## config.mk

```make
export PLATFORM = sky130hd
export DESIGN_NAME = gpio_irq_ctrl
export DESIGN_NICKNAME = d
export VERILOG_FILES = /design/src/rtl/gpio_irq_pkg.sv /design/src/rtl/gpio_irq_detect.sv /design/src/rtl/gpio_irq_word.sv /design/src/rtl/gpio_irq_ctrl.sv
export SDC_FILE = /design/constraint.sdc
export NUM_CORES = 1
export LEC_CHECK = 0
export ABC_CLOCK_PERIOD_IN_PS = 2200
export CORE_MARGIN = 8
export CORE_UTILIZATION = 57
export DETAILED_ROUTE_END_ITERATION = 8
export DONT_BUFFER_PORTS = 1
export PLACE_DENSITY = 0.75
export SYNTH_ARGS = -nofsm -noshare
export SYNTH_HDL_FRONTEND = slang
export SYNTH_HIERARCHICAL = 1
export SYNTH_SLANG_ARGS = --single-unit
```

## constraint.sdc

```tcl
create_clock -name clk -period 2.2 [get_ports clk]
set_clock_uncertainty 0.15 [all_clocks]
set_input_delay 0.66 -clock clk [delete_from_list [all_inputs] [get_ports clk]]
set_output_delay 0.66 -clock clk [all_outputs]
set_load 0.01 [all_outputs]
```

## src/rtl/gpio_irq_pkg.sv

```systemverilog
package gpio_irq_pkg;

  localparam int WORD_W = 32;

  typedef struct packed {
    logic pos;
    logic neg;
    logic lvl;
  } trig_cfg_t;

  // Decide whether a pin raises an event this cycle.
  function automatic logic trig_event(trig_cfg_t cfg, logic now_lvl, logic prev_lvl);
    logic hit;
    if (cfg.lvl) begin
      hit = (cfg.pos & now_lvl) | (cfg.neg & ~now_lvl);
    end else begin
      hit = (cfg.pos & now_lvl & ~prev_lvl) | (cfg.neg & ~now_lvl & prev_lvl);
    end
    return hit;
  endfunction

endpackage

```

## src/rtl/gpio_irq_detect.sv

```systemverilog
module gpio_irq_detect
  import gpio_irq_pkg::*;
#(
  parameter int NUM_PINS = 40
) (
  input  logic                clk,
  input  logic                rst,
  input  logic [NUM_PINS-1:0] pad_lvl_i,
  input  logic [NUM_PINS-1:0] cfg_pos_i,
  input  logic [NUM_PINS-1:0] cfg_neg_i,
  input  logic [NUM_PINS-1:0] cfg_lvl_i,
  output logic [NUM_PINS-1:0] evt_o
);

  logic [NUM_PINS-1:0] prev_q;

  // The previous level follows the pad in reset too, so the first
  // cycle out of reset never shows a false edge.
  always_ff @(posedge clk) begin
    if (rst) begin
      prev_q <= pad_lvl_i;
    end else begin
      prev_q <= pad_lvl_i;
    end
  end

  for (genvar p = 0; p < NUM_PINS; p++) begin : g_pin
    trig_cfg_t cfg;
    always_comb begin
      cfg.pos = cfg_pos_i[p];
      cfg.neg = cfg_neg_i[p];
      cfg.lvl = cfg_lvl_i[p];
      evt_o[p] = trig_event(cfg, pad_lvl_i[p], prev_q[p]);
    end
  end

endmodule

```

## src/rtl/gpio_irq_word.sv

```systemverilog
module gpio_irq_word
  import gpio_irq_pkg::*;
(
  input  logic              clk,
  input  logic              rst,
  input  logic [WORD_W-1:0] evt_i,
  input  logic              ack_hit_i,
  input  logic [WORD_W-1:0] ack_bits_i,
  output logic [WORD_W-1:0] pend_o,
  output logic [WORD_W-1:0] pend_nxt_o
);

  logic [WORD_W-1:0] pend_q;
  logic [WORD_W-1:0] clr_v;

  always_comb begin
    clr_v      = ack_hit_i ? ack_bits_i : '0;
    // A new event is ORed in after the clear, so it wins on a collision.
    pend_nxt_o = (pend_q & ~clr_v) | evt_i;
  end

  always_ff @(posedge clk) begin
    if (rst) begin
      pend_q <= '0;
    end else begin
      pend_q <= pend_nxt_o;
    end
  end

  assign pend_o = pend_q;

endmodule

```

## src/rtl/gpio_irq_ctrl.sv

```systemverilog
module gpio_irq_ctrl
  import gpio_irq_pkg::*;
#(
  parameter int NUM_PINS  = 40,
  parameter int NUM_WORDS = (NUM_PINS + WORD_W - 1) / WORD_W,
  parameter int IDX_W     = (NUM_WORDS > 1) ? $clog2(NUM_WORDS) : 1
) (
  input  logic                clk,
  input  logic                rst,
  input  logic [NUM_PINS-1:0] pad_lvl_i,
  input  logic [NUM_PINS-1:0] cfg_pos_i,
  input  logic [NUM_PINS-1:0] cfg_neg_i,
  input  logic [NUM_PINS-1:0] cfg_lvl_i,
  input  logic                ack_we_i,
  input  logic [IDX_W-1:0]    ack_word_i,
  input  logic [WORD_W-1:0]   ack_bits_i,
  input  logic [IDX_W-1:0]    rd_word_i,
  output logic [WORD_W-1:0]   rd_data_o,
  output logic                irq_o
);

  localparam int FLAT_W = NUM_WORDS * WORD_W;
  localparam int SLOTS  = 1 << IDX_W;

  logic [NUM_PINS-1:0] evt;
  logic [FLAT_W-1:0]   evt_pad;
  logic [FLAT_W-1:0]   pend_all;
  logic [FLAT_W-1:0]   pend_nxt_all;
  logic [WORD_W-1:0]   rd_slot [SLOTS];
  logic [WORD_W-1:0]   rd_q;
  logic                irq_q;

  gpio_irq_detect #(.NUM_PINS(NUM_PINS)) u_detect (
    .clk       (clk),
    .rst       (rst),
    .pad_lvl_i (pad_lvl_i),
    .cfg_pos_i (cfg_pos_i),
    .cfg_neg_i (cfg_neg_i),
    .cfg_lvl_i (cfg_lvl_i),
    .evt_o     (evt)
  );

  always_comb begin
    evt_pad                = '0;
    evt_pad[NUM_PINS-1:0]  = evt;
  end

  for (genvar w = 0; w < NUM_WORDS; w++) begin : g_word
    logic ack_hit;
    assign ack_hit = ack_we_i && (ack_word_i == IDX_W'(w));
    gpio_irq_word u_word (
      .clk        (clk),
      .rst        (rst),
      .evt_i      (evt_pad[w*WORD_W +: WORD_W]),
      .ack_hit_i  (ack_hit),
      .ack_bits_i (ack_bits_i),
      .pend_o     (pend_all[w*WORD_W +: WORD_W]),
      .pend_nxt_o (pend_nxt_all[w*WORD_W +: WORD_W])
    );
  end

  // Read slots past the last word return zero.
  for (genvar s = 0; s < SLOTS; s++) begin : g_slot
    if (s < NUM_WORDS) begin : g_live
      assign rd_slot[s] = pend_nxt_all[s*WORD_W +: WORD_W];
    end else begin : g_dead
      assign rd_slot[s] = '0;
    end
  end

  always_ff @(posedge clk) begin
    if (rst) begin
      rd_q  <= '0;
      irq_q <= 1'b0;
    end else begin
      rd_q  <= rd_slot[rd_word_i];
      irq_q <= |pend_nxt_all;
    end
  end

  assign rd_data_o = rd_q;
  assign irq_o     = irq_q;

endmodule

```

# Yosys cells after proc, flatten, opt, wreduce, memory -nomap -nowiden

Index checks and enable logic that the tools add are counted.
W data, S select, Z words.

Register bits: 137
Bits of input ports: 197
Output and inout port bits: 33
Word-level logic and storage cells: 382

Order comparisons: 1
Muxes and demuxes: 45
Bitwise logic cells: 328
Reductions and logical operators: 3

Operator list:

| cell                 | number |
|---|---|
| $and A1 B1 Y1        | 160 |
| $mux W32             | 5 |
| $not A1 Y1           | 81 |
| $or A1 B1 Y1         | 80 |
| $and A32 B32 Y32     | 2 |
| $not A32 Y32         | 2 |
| $reduce_or A64 Y1    | 1 |
| $mux W1              | 40 |
| $or A32 B32 Y32      | 1 |
| $or A32 B8 Y32       | 1 |
| $ge A2 B2 Y1 const B | 1 |
| $logic_and A1 B1 Y1  | 2 |
| $not A1 Y2           | 1 |

# Depth between registers and ports, before layout

Gate-level depths: netlist (run 1).

Word-level depth: 9
Gate-level depth with buffers: 8

# Hierarchy

Netlist (run 1), hierarchy kept.

By module, submodules not included:

| module          | instances | cells each | area each (um2) | seq. area each (um2) |
|---|---|---|---|---|
| gpio_irq_word   | 2         | 202        | 1615.3          | 640.6 |
| gpio_irq_detect | 1         | 200        | 1651.6          | 800.8 |
| gpio_irq_ctrl   | 1         | 130        | 1317.5          | 660.6 |

# Worst setup path after synthesis (run 1)

No wires, ideal clock.

Kind: input port to flip-flop
Start: input port ack_we_i
End: register irq_q, in the netlist irq_o
Data arrival time: 2.060 ns
Data required time: 1.925 ns
Slack: -0.135 ns
Stages on the path: 8
Cell sequence: nor2b_1 > buf_6 > buf_6 > nand2_1 > a21o_1 > nor4_2 > nand4_1 > o41a_1

Word-level cells in the longest chain between the ends: 6
Elaborated cells on any way between the ends: 11

Ends and longest elaborated chain:

| item                 | line                | source |
|---|---|---|
| from (decl)          | gpio_irq_ctrl.sv:14 | `input logic ack_we_i,` |
| $logic_and A1 B1 Y1  | gpio_irq_ctrl.sv:50 | `assign ack_hit = ack_we_i && (ack_word_i == IDX_W'(w));` |
| $mux W32             | gpio_irq_word.sv:17 | `clr_v = ack_hit_i ? ack_bits_i : '0;` |
| $not A32 Y32         | gpio_irq_word.sv:19 | `pend_nxt_o = (pend_q & ~clr_v) \| evt_i;` |
| $and A32 B32 Y32     | gpio_irq_word.sv:19 |  |
| $or A32 B32 Y32      | gpio_irq_word.sv:19 |  |
| net pend_nxt_all[30] | gpio_irq_ctrl.sv:28 | `logic [FLAT_W-1:0] pend_nxt_all;` |
| $reduce_or A64 Y1    | gpio_irq_ctrl.sv:77 | `irq_q <= \|pend_nxt_all;` |
| to (signal assigned) | gpio_irq_ctrl.sv:77 |  |
| to (decl)            | gpio_irq_ctrl.sv:31 | `logic irq_q;` |

The timed path passes the listed nets, and every way through them passes these cells.
A chain may end at the register's enable or synchronous reset.

# Worst setup path in the final report (run 1)

Ends and elaborated chain as after synthesis.

==> impl_metrics.py, run 1 <==
metrics = {
    "outcome": {
        "outcome": "complete, no violations",
    },
    "power": {
        "internal_power_mw": 4.83,
        "swShare_pct": 24.1,
        "clock_power_share_pct": 43.1,
        "combPwrFrac_pct": 12.8,
        "p_sw_mw": 1.53,
        "ir_worst_vdd_uv": 672,
        "power_frac_seq_pct": 44.2,
        "p_per_area_nw_per_um2": 814,
        "leakage_nw": 3.46,
    },
    "yosys": {
        "ys_ff_latch": 137,
        "synth_warnings": 6,
        "yosysUniqueCellTypes": 20,
        "yosysTopAreaCell": "dfxtp_1",
        "synthSimpleGateAreaFrac_pct": 18.8,
        "avgSynthCellArea_um2": 8.45,
        "synthTopCellsByArea": "dfxtp_1 (44%), a311oi_1 (9.0%), a21o_1 (7.7%)",
        "yosysSeqAreaShare_pct": 44.2,
        "synth_top_family_by_area": "compound AO/OA/AOI/OAI gates",
        "synth_cells": 734,
        "synth_xor_xnor_area_share_pct": 0,
        "synthMuxAreaShare_pct": 5.17,
        "synth_compound_area_share_pct": 24.2,
        "syn_area_um2": 6200,
        "yosysTopAreaCellShare_pct": 44.2,
        "synth_fa_ha_area_share_pct": 0,
    },
    "layout": {
        "antennaDiodeCount": 0,
        "area_delta_synth_final_pct": 26.1,
        "final_cell_mix": "dfxtp_1 (137), nand2_1 (104), nor2_1 (96)",
        "final_nets": 1078,
        "nFillCells": 854,
        "design_area_um2": 7820,
        "final_common_cell": "dfxtp_1",
        "drive_above_1_share_pct": 8.84,
    },
    "sta": {
        "max_freq_ghz": 0.479,
        "setup_viol": 0,
        "holdWs_ns": 0.0631,
        "finalCritPeriodShare_pct": 95.0,
        "slew_violations": 0,
        "rsz0062_at_grt": "no",
        "setup_tns_ns": 0,
        "fin_crit_ns": 2.09,
        "final_hold_viol_count": 0,
    },
    "setup_path": {
        "arrival_ns": 2.35,
        "critical_path_required_ns": 2.46,
        "end_kind": "flip-flop",
        "crit_path_max_fanout": 22,
        "start_kind": "input port",
        "rr_worst_depth": 6,
        "worstSetupPathType": "in2reg",
    },
    "clock_tree": {
        "cts_resized": 0,
        "cts-buffers-inserted": 17,
        "cts_tree": "yes",
        "clock-sinks": 137,
        "cts_setup_buffers": 0,
        "clk_pin_slew_ns": 0.06,
        "cts-root-buf": "clkbuf_8",
        "clk_path_buf_depth": 2,
        "clock_latency_ns": 0.53,
        "cts-hold-fix-buffers": 40,
        "htreeDepth": 4,
    },
    "global_route": {
        "grt-ovfl-total": 0,
        "grt_usage_pct": 23.7,
        "antenna_found_initial": 0,
        "grt_first_pass_wirelength_um": 27900,
        "grt_pass1_vias": 6025,
        "grt_max_degree": 98,
    },
    "place": {
        "io_buffer_count": 0,
        "place_hpwl_um": 12400,
        "place_area_um2": 6840,
        "place.gp.congestion": 0.805,
    },
    "floorplanning": {
        "die_y_um": 120,
        "rows": 38,
        "ios": 230,
        "start_util_pct": 57.7,
        "die_area_um2": 14500,
        "die_w_um": 120,
        "core_um2": 10700,
    },
    "drt": {
        "first_pass_iters": 4,
        "antenna_left": 0,
        "drtIter0Drc": 307,
        "vias_per_cell": 5.46,
        "via_count": 5648,
        "post_drt_wl_per_cell_um": 16.8,
        "drt_wl_total_um": 17300,
        "drcViolationCount": 0,
    },
    "job": {
        "maxCapViolCount": 0,
    },
    "hold_path": {
        "hold_depth": 1,
        "hp-class": "in2reg",
    },
}
-- routing by layer --
metal | global-route usage [%] | up-vias | wire length (um)
li1 | - | 2818 | -
met1 | 24.5 | 2605 | 6520
met2 | 42.5 | 195 | 8800
met3 | 9.98 | 30 | 1670
met4 | 8.27 | 0 | 352
met5 | 0 | - | 0
-- power by group through the flow --
stage	clock (mW)	sequential [mW]	combinational [mW]
2_1_floorplan	0	2.83	0.587
3_3_place_gp	0	2.85	0.712
3_5_place_dp	0	2.86	0.742
4_1_cts	2.79	2.81	0.805
5_1_grt	2.90	2.83	0.909
6_report	2.74	2.81	0.812
-- flip-flops by register name (all words and copies together), names as in the netlist --
signal,count
g_word.u_word/pend_o,64
u_detect/prev_q,40
rd_data_o,32
irq_o,1
-- cell families (layout without fill, tap and decap cells) --
logic type             after synthesis  after routing
other                                1             72
muxes                               32             32
DFF                                137            137
and+or+nand+nor                    262            262
AOI/OAI and AO/OA                  209            209
buffers and inverters               93            182
-- area by class of cell --
type / count / area (um2) / area share, %
clock buffers: 25 / 484 / 6.19
clock inverters: 7 / 90.1 / 1.15
inverters: 65 / 244 / 3.12
multi-input cells: 575 / 3270 / 41.8
flip-flops and latches: 137 / 2740 / 35.1
well taps: 140 / 175 / 2.24
repair buffers: 85 / 813 / 10.4
-- Yosys cell counts --
cell	n
a21o_1	64
a311oi_1	64
and2_1	1
buf_1	1
buf_2	10
buf_6	14
clkbuf_1	3
conb_1	1
dfxtp_1	137
inv_1	65
mux2i_1	32
nand2_1	104
nand4_1	4
nor2_1	96
nor2b_1	41
nor4_1	12
nor4_2	4
o21ai_0	40
o22ai_1	40
o41a_1	1
-- critical path, cell delays in order --
cell     delay (ns)
nor2b_4        0.18
buf_12         0.18
buf_4          0.14
nand2_1        0.04
a21o_1         0.18
nor4_1         0.38
buf_4          0.19
nand4_1        0.08
o41a_1         0.32
-- worst paths after layout --
kind	slack [ns]	to	start
worst min register to register	0.33	g_word[0].u_word/pend_o[30]	g_word[0].u_word/pend_o[30]
worst min-delay path	0.06	rd_data_o[25]	rst
worst max-delay path	0.11	irq_o	ack_we_i
worst max register to register	0.12	irq_o	u_detect/prev_q[5]
-- per-stage QoR --
step	cells	total power, mW	setup WS (ns)	utilization [%]
2_1_floorplan	805	3.41	-0.0709	-
3_3_place_gp	962	3.56	-0.367	63.7
3_5_place_dp	962	3.60	-0.423	63.7
4_1_cts	1034	6.40	0.119	72.7
5_1_grt	1034	6.63	0.0236	72.7
6_report	1034	6.36	0.110	72.7
No activity file was read; power rests on OpenSTA's default activity.
==> run 2, diff against run 1 <==
--- a/config.mk
+++ b/config.mk
@@ -10,6 +10,7 @@
 export CORE_UTILIZATION = 57
 export DETAILED_ROUTE_END_ITERATION = 8
 export DONT_BUFFER_PORTS = 1
+export MAX_ROUTING_LAYER = met4
 export PLACE_DENSITY = 0.75
 export SYNTH_ARGS = -nofsm -noshare
 export SYNTH_HDL_FRONTEND = slang
==> run 2 against run 1 <==
Compared with the run above:
- wire length is 0.49% higher
- register-to-register slack about the same
- flip-flop and latch count unchanged
- worst hold slack lost 0.0096 ns
- final cell count is the same
- clock power about the same
- critical path type unchanged
- critical endpoint unchanged
- largest cell class unchanged
==> impl_metrics.py, run 2 (synthesis gave the netlist of run 1 again) <==
metrics = {
    "outcome": {
        "outcome": "complete, no violations",
    },
    "clock_tree": {
        "htreeDepth": 4,
        "cts_tree": "yes",
        "clock_latency_ns": 0.54,
        "clock-sinks": 137,
        "clk_path_buf_depth": 2,
        "cts-hold-fix-buffers": 40,
        "clk_pin_slew_ns": 0.06,
        "cts_setup_buffers": 0,
        "cts-buffers-inserted": 17,
        "cts_resized": 0,
        "cts-root-buf": "clkbuf_8",
    },
    "global_route": {
        "grt_max_degree": 98,
        "grt_usage_pct": 24.5,
        "grt_pass1_vias": 6014,
        "grt-ovfl-total": 0,
        "grt_first_pass_wirelength_um": 27900,
        "antenna_found_initial": 0,
    },
    "drt": {
        "antenna_left": 0,
        "vias_per_cell": 5.48,
        "first_pass_iters": 5,
        "drtIter0Drc": 330,
        "drcViolationCount": 0,
        "drt_wl_total_um": 17400,
        "post_drt_wl_per_cell_um": 16.9,
        "via_count": 5671,
    },
    "setup_path": {
        "r2r-end": "irq_o",
        "worstSetupPathType": "in2reg",
        "arrival_ns": 2.36,
        "start_kind": "input port",
        "crit_path_max_fanout": 22,
        "rr_worst_depth": 6,
        "r2r_setup_slack_ns": 0.13,
        "critical_path.reg2reg.startpoint": "u_detect/prev_q[5]",
        "end_kind": "flip-flop",
        "critical_path_required_ns": 2.47,
    },
    "sta": {
        "setup_viol": 0,
        "final_hold_viol_count": 0,
        "max_freq_ghz": 0.479,
        "fin_crit_ns": 2.09,
        "setup_tns_ns": 0,
        "holdWs_ns": 0.0535,
        "layout_setup_ws_ns": 0.113,
        "slew_violations": 0,
        "rsz0062_at_grt": "no",
        "finalCritPeriodShare_pct": 94.9,
    },
    "power": {
        "leakage_nw": 3.46,
        "total_power_mw": 6.37,
        "p_per_area_nw_per_um2": 816,
        "ir_worst_vdd_uv": 677,
    },
    "floorplanning": {
        "die_y_um": 120,
        "ios": 230,
        "die_area_um2": 14500,
        "rows": 38,
        "core_um2": 10700,
        "die_w_um": 120,
        "start_util_pct": 57.7,
    },
    "place": {
        "place_hpwl_um": 12400,
        "io_buffer_count": 0,
        "pre_cts_ws_ns": -0.423,
        "place.gp.congestion": 0.816,
    },
    "layout": {
        "final_common_cell": "dfxtp_1",
        "largest_reg_flops": 64,
        "drive_above_1_share_pct": 8.84,
        "antennaDiodeCount": 0,
        "nFillCells": 854,
        "final_cell_mix": "dfxtp_1 (137), nand2_1 (104), nor2_1 (96)",
        "fin_util_pct": 72.7,
        "final_nets": 1078,
        "area_delta_synth_final_pct": 26.1,
    },
    "hold_path": {
        "hp-class": "in2reg",
        "hold_depth": 1,
        "hp-start": "rst",
        "hold_end": "rd_data_o[25]",
    },
    "job": {
        "maxCapViolCount": 0,
    },
}
==> run 2: per-stage QoR <==
stage | cell area [um2] | cells
2_1_floorplan | 6480 | 805
3_3_place_gp | 6840 | 962
3_5_place_dp | 6840 | 962
4_1_cts | 7820 | 1034
5_1_grt | 7820 | 1034
6_report | 7820 | 1034
==> run 2: worst max path at each step <==
stage | start | endpoint | slack (ns) | depth (start not counted)
final | ack_we_i | irq_o | 0.11 | 9
after floorplan | ack_we_i | irq_o | -0.07 | 8
after global placement | ack_we_i | irq_o | -0.37 | 9
after global routing | u_detect/prev_q[37] | irq_o | 0.02 | 6
after detailed placement | ack_we_i | irq_o | -0.42 | 9
after CTS | ack_we_i | irq_o | 0.12 | 9
==> run 2: routing by layer <==
layer,vias to the layer above,part of all wire (%),global-route usage (%),wire length (um)
met4,0,2.2,8.20,383
met2,193,50,42.6,8780
met1,2619,39,25.2,6860
met3,39,8.1,9.04,1400
met5,-,0,-,0
li1,2820,-,-,-
==> run 2: final cells by class <==
class	instances	area [um2]	area share, %
clock buffers	25	484	6.19
inverters	65	244	3.12
multi-input cells	575	3270	41.8
well taps	140	175	2.24
clock inverters	7	90.1	1.15
flip-flops and latches	137	2740	35.1
repair buffers	85	813	10.4
==> run 2: where the power goes <==
group / total, mW / internal (mW) / switching, mW
registers: 2.81 / 2.68 / 0.126
logic: 0.813 / 0.419 / 0.394
clock network: 2.75 / 1.73 / 1.02
total: 6.37 / 4.83 / 1.54
==> run 2: worst max-delay path, cell delays in order <==
cell     delay, ns
nor2b_4       0.18
buf_12        0.18
buf_4         0.14
nand2_1       0.04
a21o_1        0.18
nor4_1        0.38
buf_4         0.19
nand4_1       0.08
o41a_1        0.32
==> run 3, diff against run 2 <==
--- a/config.mk
+++ b/config.mk
@@ -5,13 +5,14 @@
 export SDC_FILE = /design/constraint.sdc
 export NUM_CORES = 1
 export LEC_CHECK = 0
+export ABC_AREA = 1
 export ABC_CLOCK_PERIOD_IN_PS = 2200
 export CORE_MARGIN = 8
-export CORE_UTILIZATION = 57
+export CORE_UTILIZATION = 58
 export DETAILED_ROUTE_END_ITERATION = 8
 export DONT_BUFFER_PORTS = 1
 export MAX_ROUTING_LAYER = met4
-export PLACE_DENSITY = 0.75
+export PLACE_DENSITY = 0.76
 export SYNTH_ARGS = -nofsm -noshare
 export SYNTH_HDL_FRONTEND = slang
 export SYNTH_HIERARCHICAL = 1
==> run 3 against run 2 <==
Compared with the run above:
- sequential share of layout area up 1.1 points
- clock power up 7%
- combinational power is 14% lower
- critical path type unchanged
- critical endpoint unchanged
==> impl_metrics.py, run 3 <==
metrics = {
    "outcome": {
        "outcome": "complete, no violations",
    },
    "setup_path": {
        "critical_path.reg2reg.startpoint": "u_detect/prev_q[27]",
        "cpPeakStageDelay_ns": 0.20,
        "arrival_ns": 1.90,
        "start_kind": "input port",
        "cp_cell_sequence": "inv_1 > nor2_2 > buf_12 > buf_12 > nand2_1 > nand2_2 > nand2_1 > nor2_1 > nand2_1 > nor2_1 > nand2_1 > nor2_1 > a21oi_1",
        "critical_path_required_ns": 2.36,
        "cpMostUsedCell": "nand2_1",
        "worstSetupPathType": "in2reg",
        "r2r_setup_slack_ns": 0.72,
        "critPathBufInv": 3,
        "cp_top_family": "simple AND/OR/NAND/NOR gates",
        "r2r-end": "irq_o",
        "crit_path_max_fanout": 22,
        "cp_slowest_cell": "buf_12",
        "end_kind": "flip-flop",
        "rr_worst_depth": 11,
    },
    "global_route": {
        "grt-ovfl-total": 0,
        "grt_usage_pct": 20.1,
        "grt_pass1_vias": 5516,
        "grt_max_degree": 98,
        "grt_first_pass_wirelength_um": 25200,
        "antenna_found_initial": 0,
    },
    "drt": {
        "first_pass_iters": 4,
        "drtIter0Drc": 285,
        "post_drt_wl_per_cell_um": 12.1,
        "drt_wl_total_um": 15300,
        "drcViolationCount": 0,
        "vias_per_cell": 4.53,
        "antenna_left": 0,
        "via_count": 5734,
    },
    "yosys": {
        "synth_xor_xnor_area_share_pct": 0,
        "synth_common_cells": "nand2_1 (475), inv_1 (226), dfxtp_1 (137)",
        "yosysTopAreaCellShare_pct": 40.1,
        "synthMuxAreaShare_pct": 0,
        "synth_edf_count": 0,
        "ys_async_sr_fraction_pct": 0,
        "synth_top_family_by_area": "simple AND/OR/NAND/NOR gates",
        "synth_ff_type": "dfxtp_1",
        "yosysTopAreaCell": "dfxtp_1",
        "syn_area_um2": 6830,
        "yosysUniqueCellTypes": 12,
        "synth_fa_ha_area_share_pct": 0,
        "synth_cells": 1085,
        "yosysSeqAreaShare_pct": 40.1,
        "synth_compound_area_share_pct": 9.47,
        "avgSynthCellArea_um2": 6.30,
        "synthTopCellsByArea": "dfxtp_1 (40%), nand2_1 (26%), inv_1 (12%)",
        "synth_warnings": 6,
        "ys_ff_latch": 137,
        "post-synth-top-count-cell": "nand2_1",
        "synthSimpleGateAreaFrac_pct": 34.5,
    },
    "clock_tree": {
        "clk_pin_slew_ns": 0.06,
        "cts_setup_buffers": 0,
        "clk_path_buf_depth": 2,
        "htreeDepth": 4,
        "cts-hold-fix-buffers": 0,
        "cts_tree": "yes",
        "clock-sinks": 137,
        "cts_resized": 0,
        "cts-root-buf": "clkbuf_16",
        "clock_latency_ns": 0.41,
        "cts-buffers-inserted": 17,
    },
    "sta": {
        "slew_violations": 0,
        "holdWs_ns": 0.115,
        "finalCritPeriodShare_pct": 79.1,
        "fin_crit_ns": 1.74,
        "setup_tns_ns": 0,
        "final_hold_viol_count": 0,
        "layout_setup_ws_ns": 0.460,
        "max_freq_ghz": 0.575,
        "rsz0062_at_grt": "no",
        "setup_viol": 0,
    },
    "place": {
        "dp.cells": 1234,
        "place.gp.congestion": 0.757,
        "pre_cts_ws_ns": 0.0152,
        "io_buffer_count": 0,
        "place_hpwl_um": 11700,
        "place_area_um2": 6960,
    },
    "hold_path": {
        "hp-class": "in2reg",
        "hp-start": "pad_lvl_i[33]",
        "hold_depth": 0,
        "hold_end": "u_detect/prev_q[33]",
    },
    "layout": {
        "final_cell_mix": "nand2_1 (475), inv_1 (226), dfxtp_1 (137)",
        "antennaDiodeCount": 0,
        "multiInputGateArea_um2": 3100,
        "instances_no_fill": 1266,
        "largest_reg_flops": 64,
        "final_common_cell": "nand2_1",
        "drive_above_1_share_pct": 10.9,
        "seqCellArea_um2": 2740,
        "fin_util_pct": 66.1,
        "final_nets": 1307,
        "area_delta_synth_final_pct": 10.9,
        "design_area_um2": 7580,
        "nFillCells": 1039,
    },
    "job": {
        "maxCapViolCount": 0,
    },
    "floorplanning": {
        "die_w_um": 125,
        "core_um2": 11500,
        "die_y_um": 125,
        "die_area_um2": 15500,
        "rows": 39,
        "ios": 230,
        "start_util_pct": 59.6,
    },
    "power": {
        "total_power_mw": 6.42,
        "p_per_area_nw_per_um2": 847,
        "ir_worst_vdd_uv": 529,
        "leakage_nw": 4.22,
    },
}
run 3: cell count changes in the layout (fill, tap and decap cells not counted), sizes merged, moves of 13 or more:
cell         change
nor2            -13
inv            +162
mux2i           -32
a21oi           +97
nor2b           -41
nor4            -16
o22ai           -40
buf             -39
a311oi          -64
dlygate4sd3     -40
o21ai           -40
a21o            -64
conb            -48
nand2          +413
run 3: logic make-up after synthesis:
group / count (synthesis)
DFF: 137
and+or+nand+nor: 600
other: 1
AOI/OAI and AO/OA: 97
buffers and inverters: 250
run 3: per-layer routing:
| layer | vias to the layer above | GRT usage (%) | part of all wire, % |
|---|---|---|---|
| met5 | - | - | 0 |
| met2 | 153 | 32.7 | 47 |
| met1 | 2407 | 21.4 | 43 |
| met4 | 0 | 7.58 | 1.6 |
| li1 | 3155 | - | - |
| met3 | 19 | 8.64 | 8.5 |
run 3: worst max-delay path by stage:
stage                  start     to  slack, ns  cells after the start
finish              ack_we_i  irq_o       0.46                     13
global route        ack_we_i  irq_o       0.27                     13
CTS                 ack_we_i  irq_o       0.45                     13
detailed placement  ack_we_i  irq_o       0.02                     13
global placement    ack_we_i  irq_o       0.05                     13
floorplan           ack_we_i  irq_o       0.19                     12
run 3: where the power goes:
| part | switching, mW | internal (mW) | total [mW] |
|---|---|---|---|
| Sequential | 0.0979 | 2.67 | 2.77 |
| Clock | 1.02 | 1.93 | 2.94 |
| Combinational | 0.430 | 0.273 | 0.703 |
| Total | 1.54 | 4.87 | 6.42 |
run 3: final cells by class:
cell class	instances	area share, %
Clock buffer	25	6.67
Clock inverter	7	1.49
Inverter	227	11.3
Multi-Input combinational cell	721	40.9
Sequential cell	137	36.2
Tap cell	143	2.36
Timing Repair Buffer	6	1.09
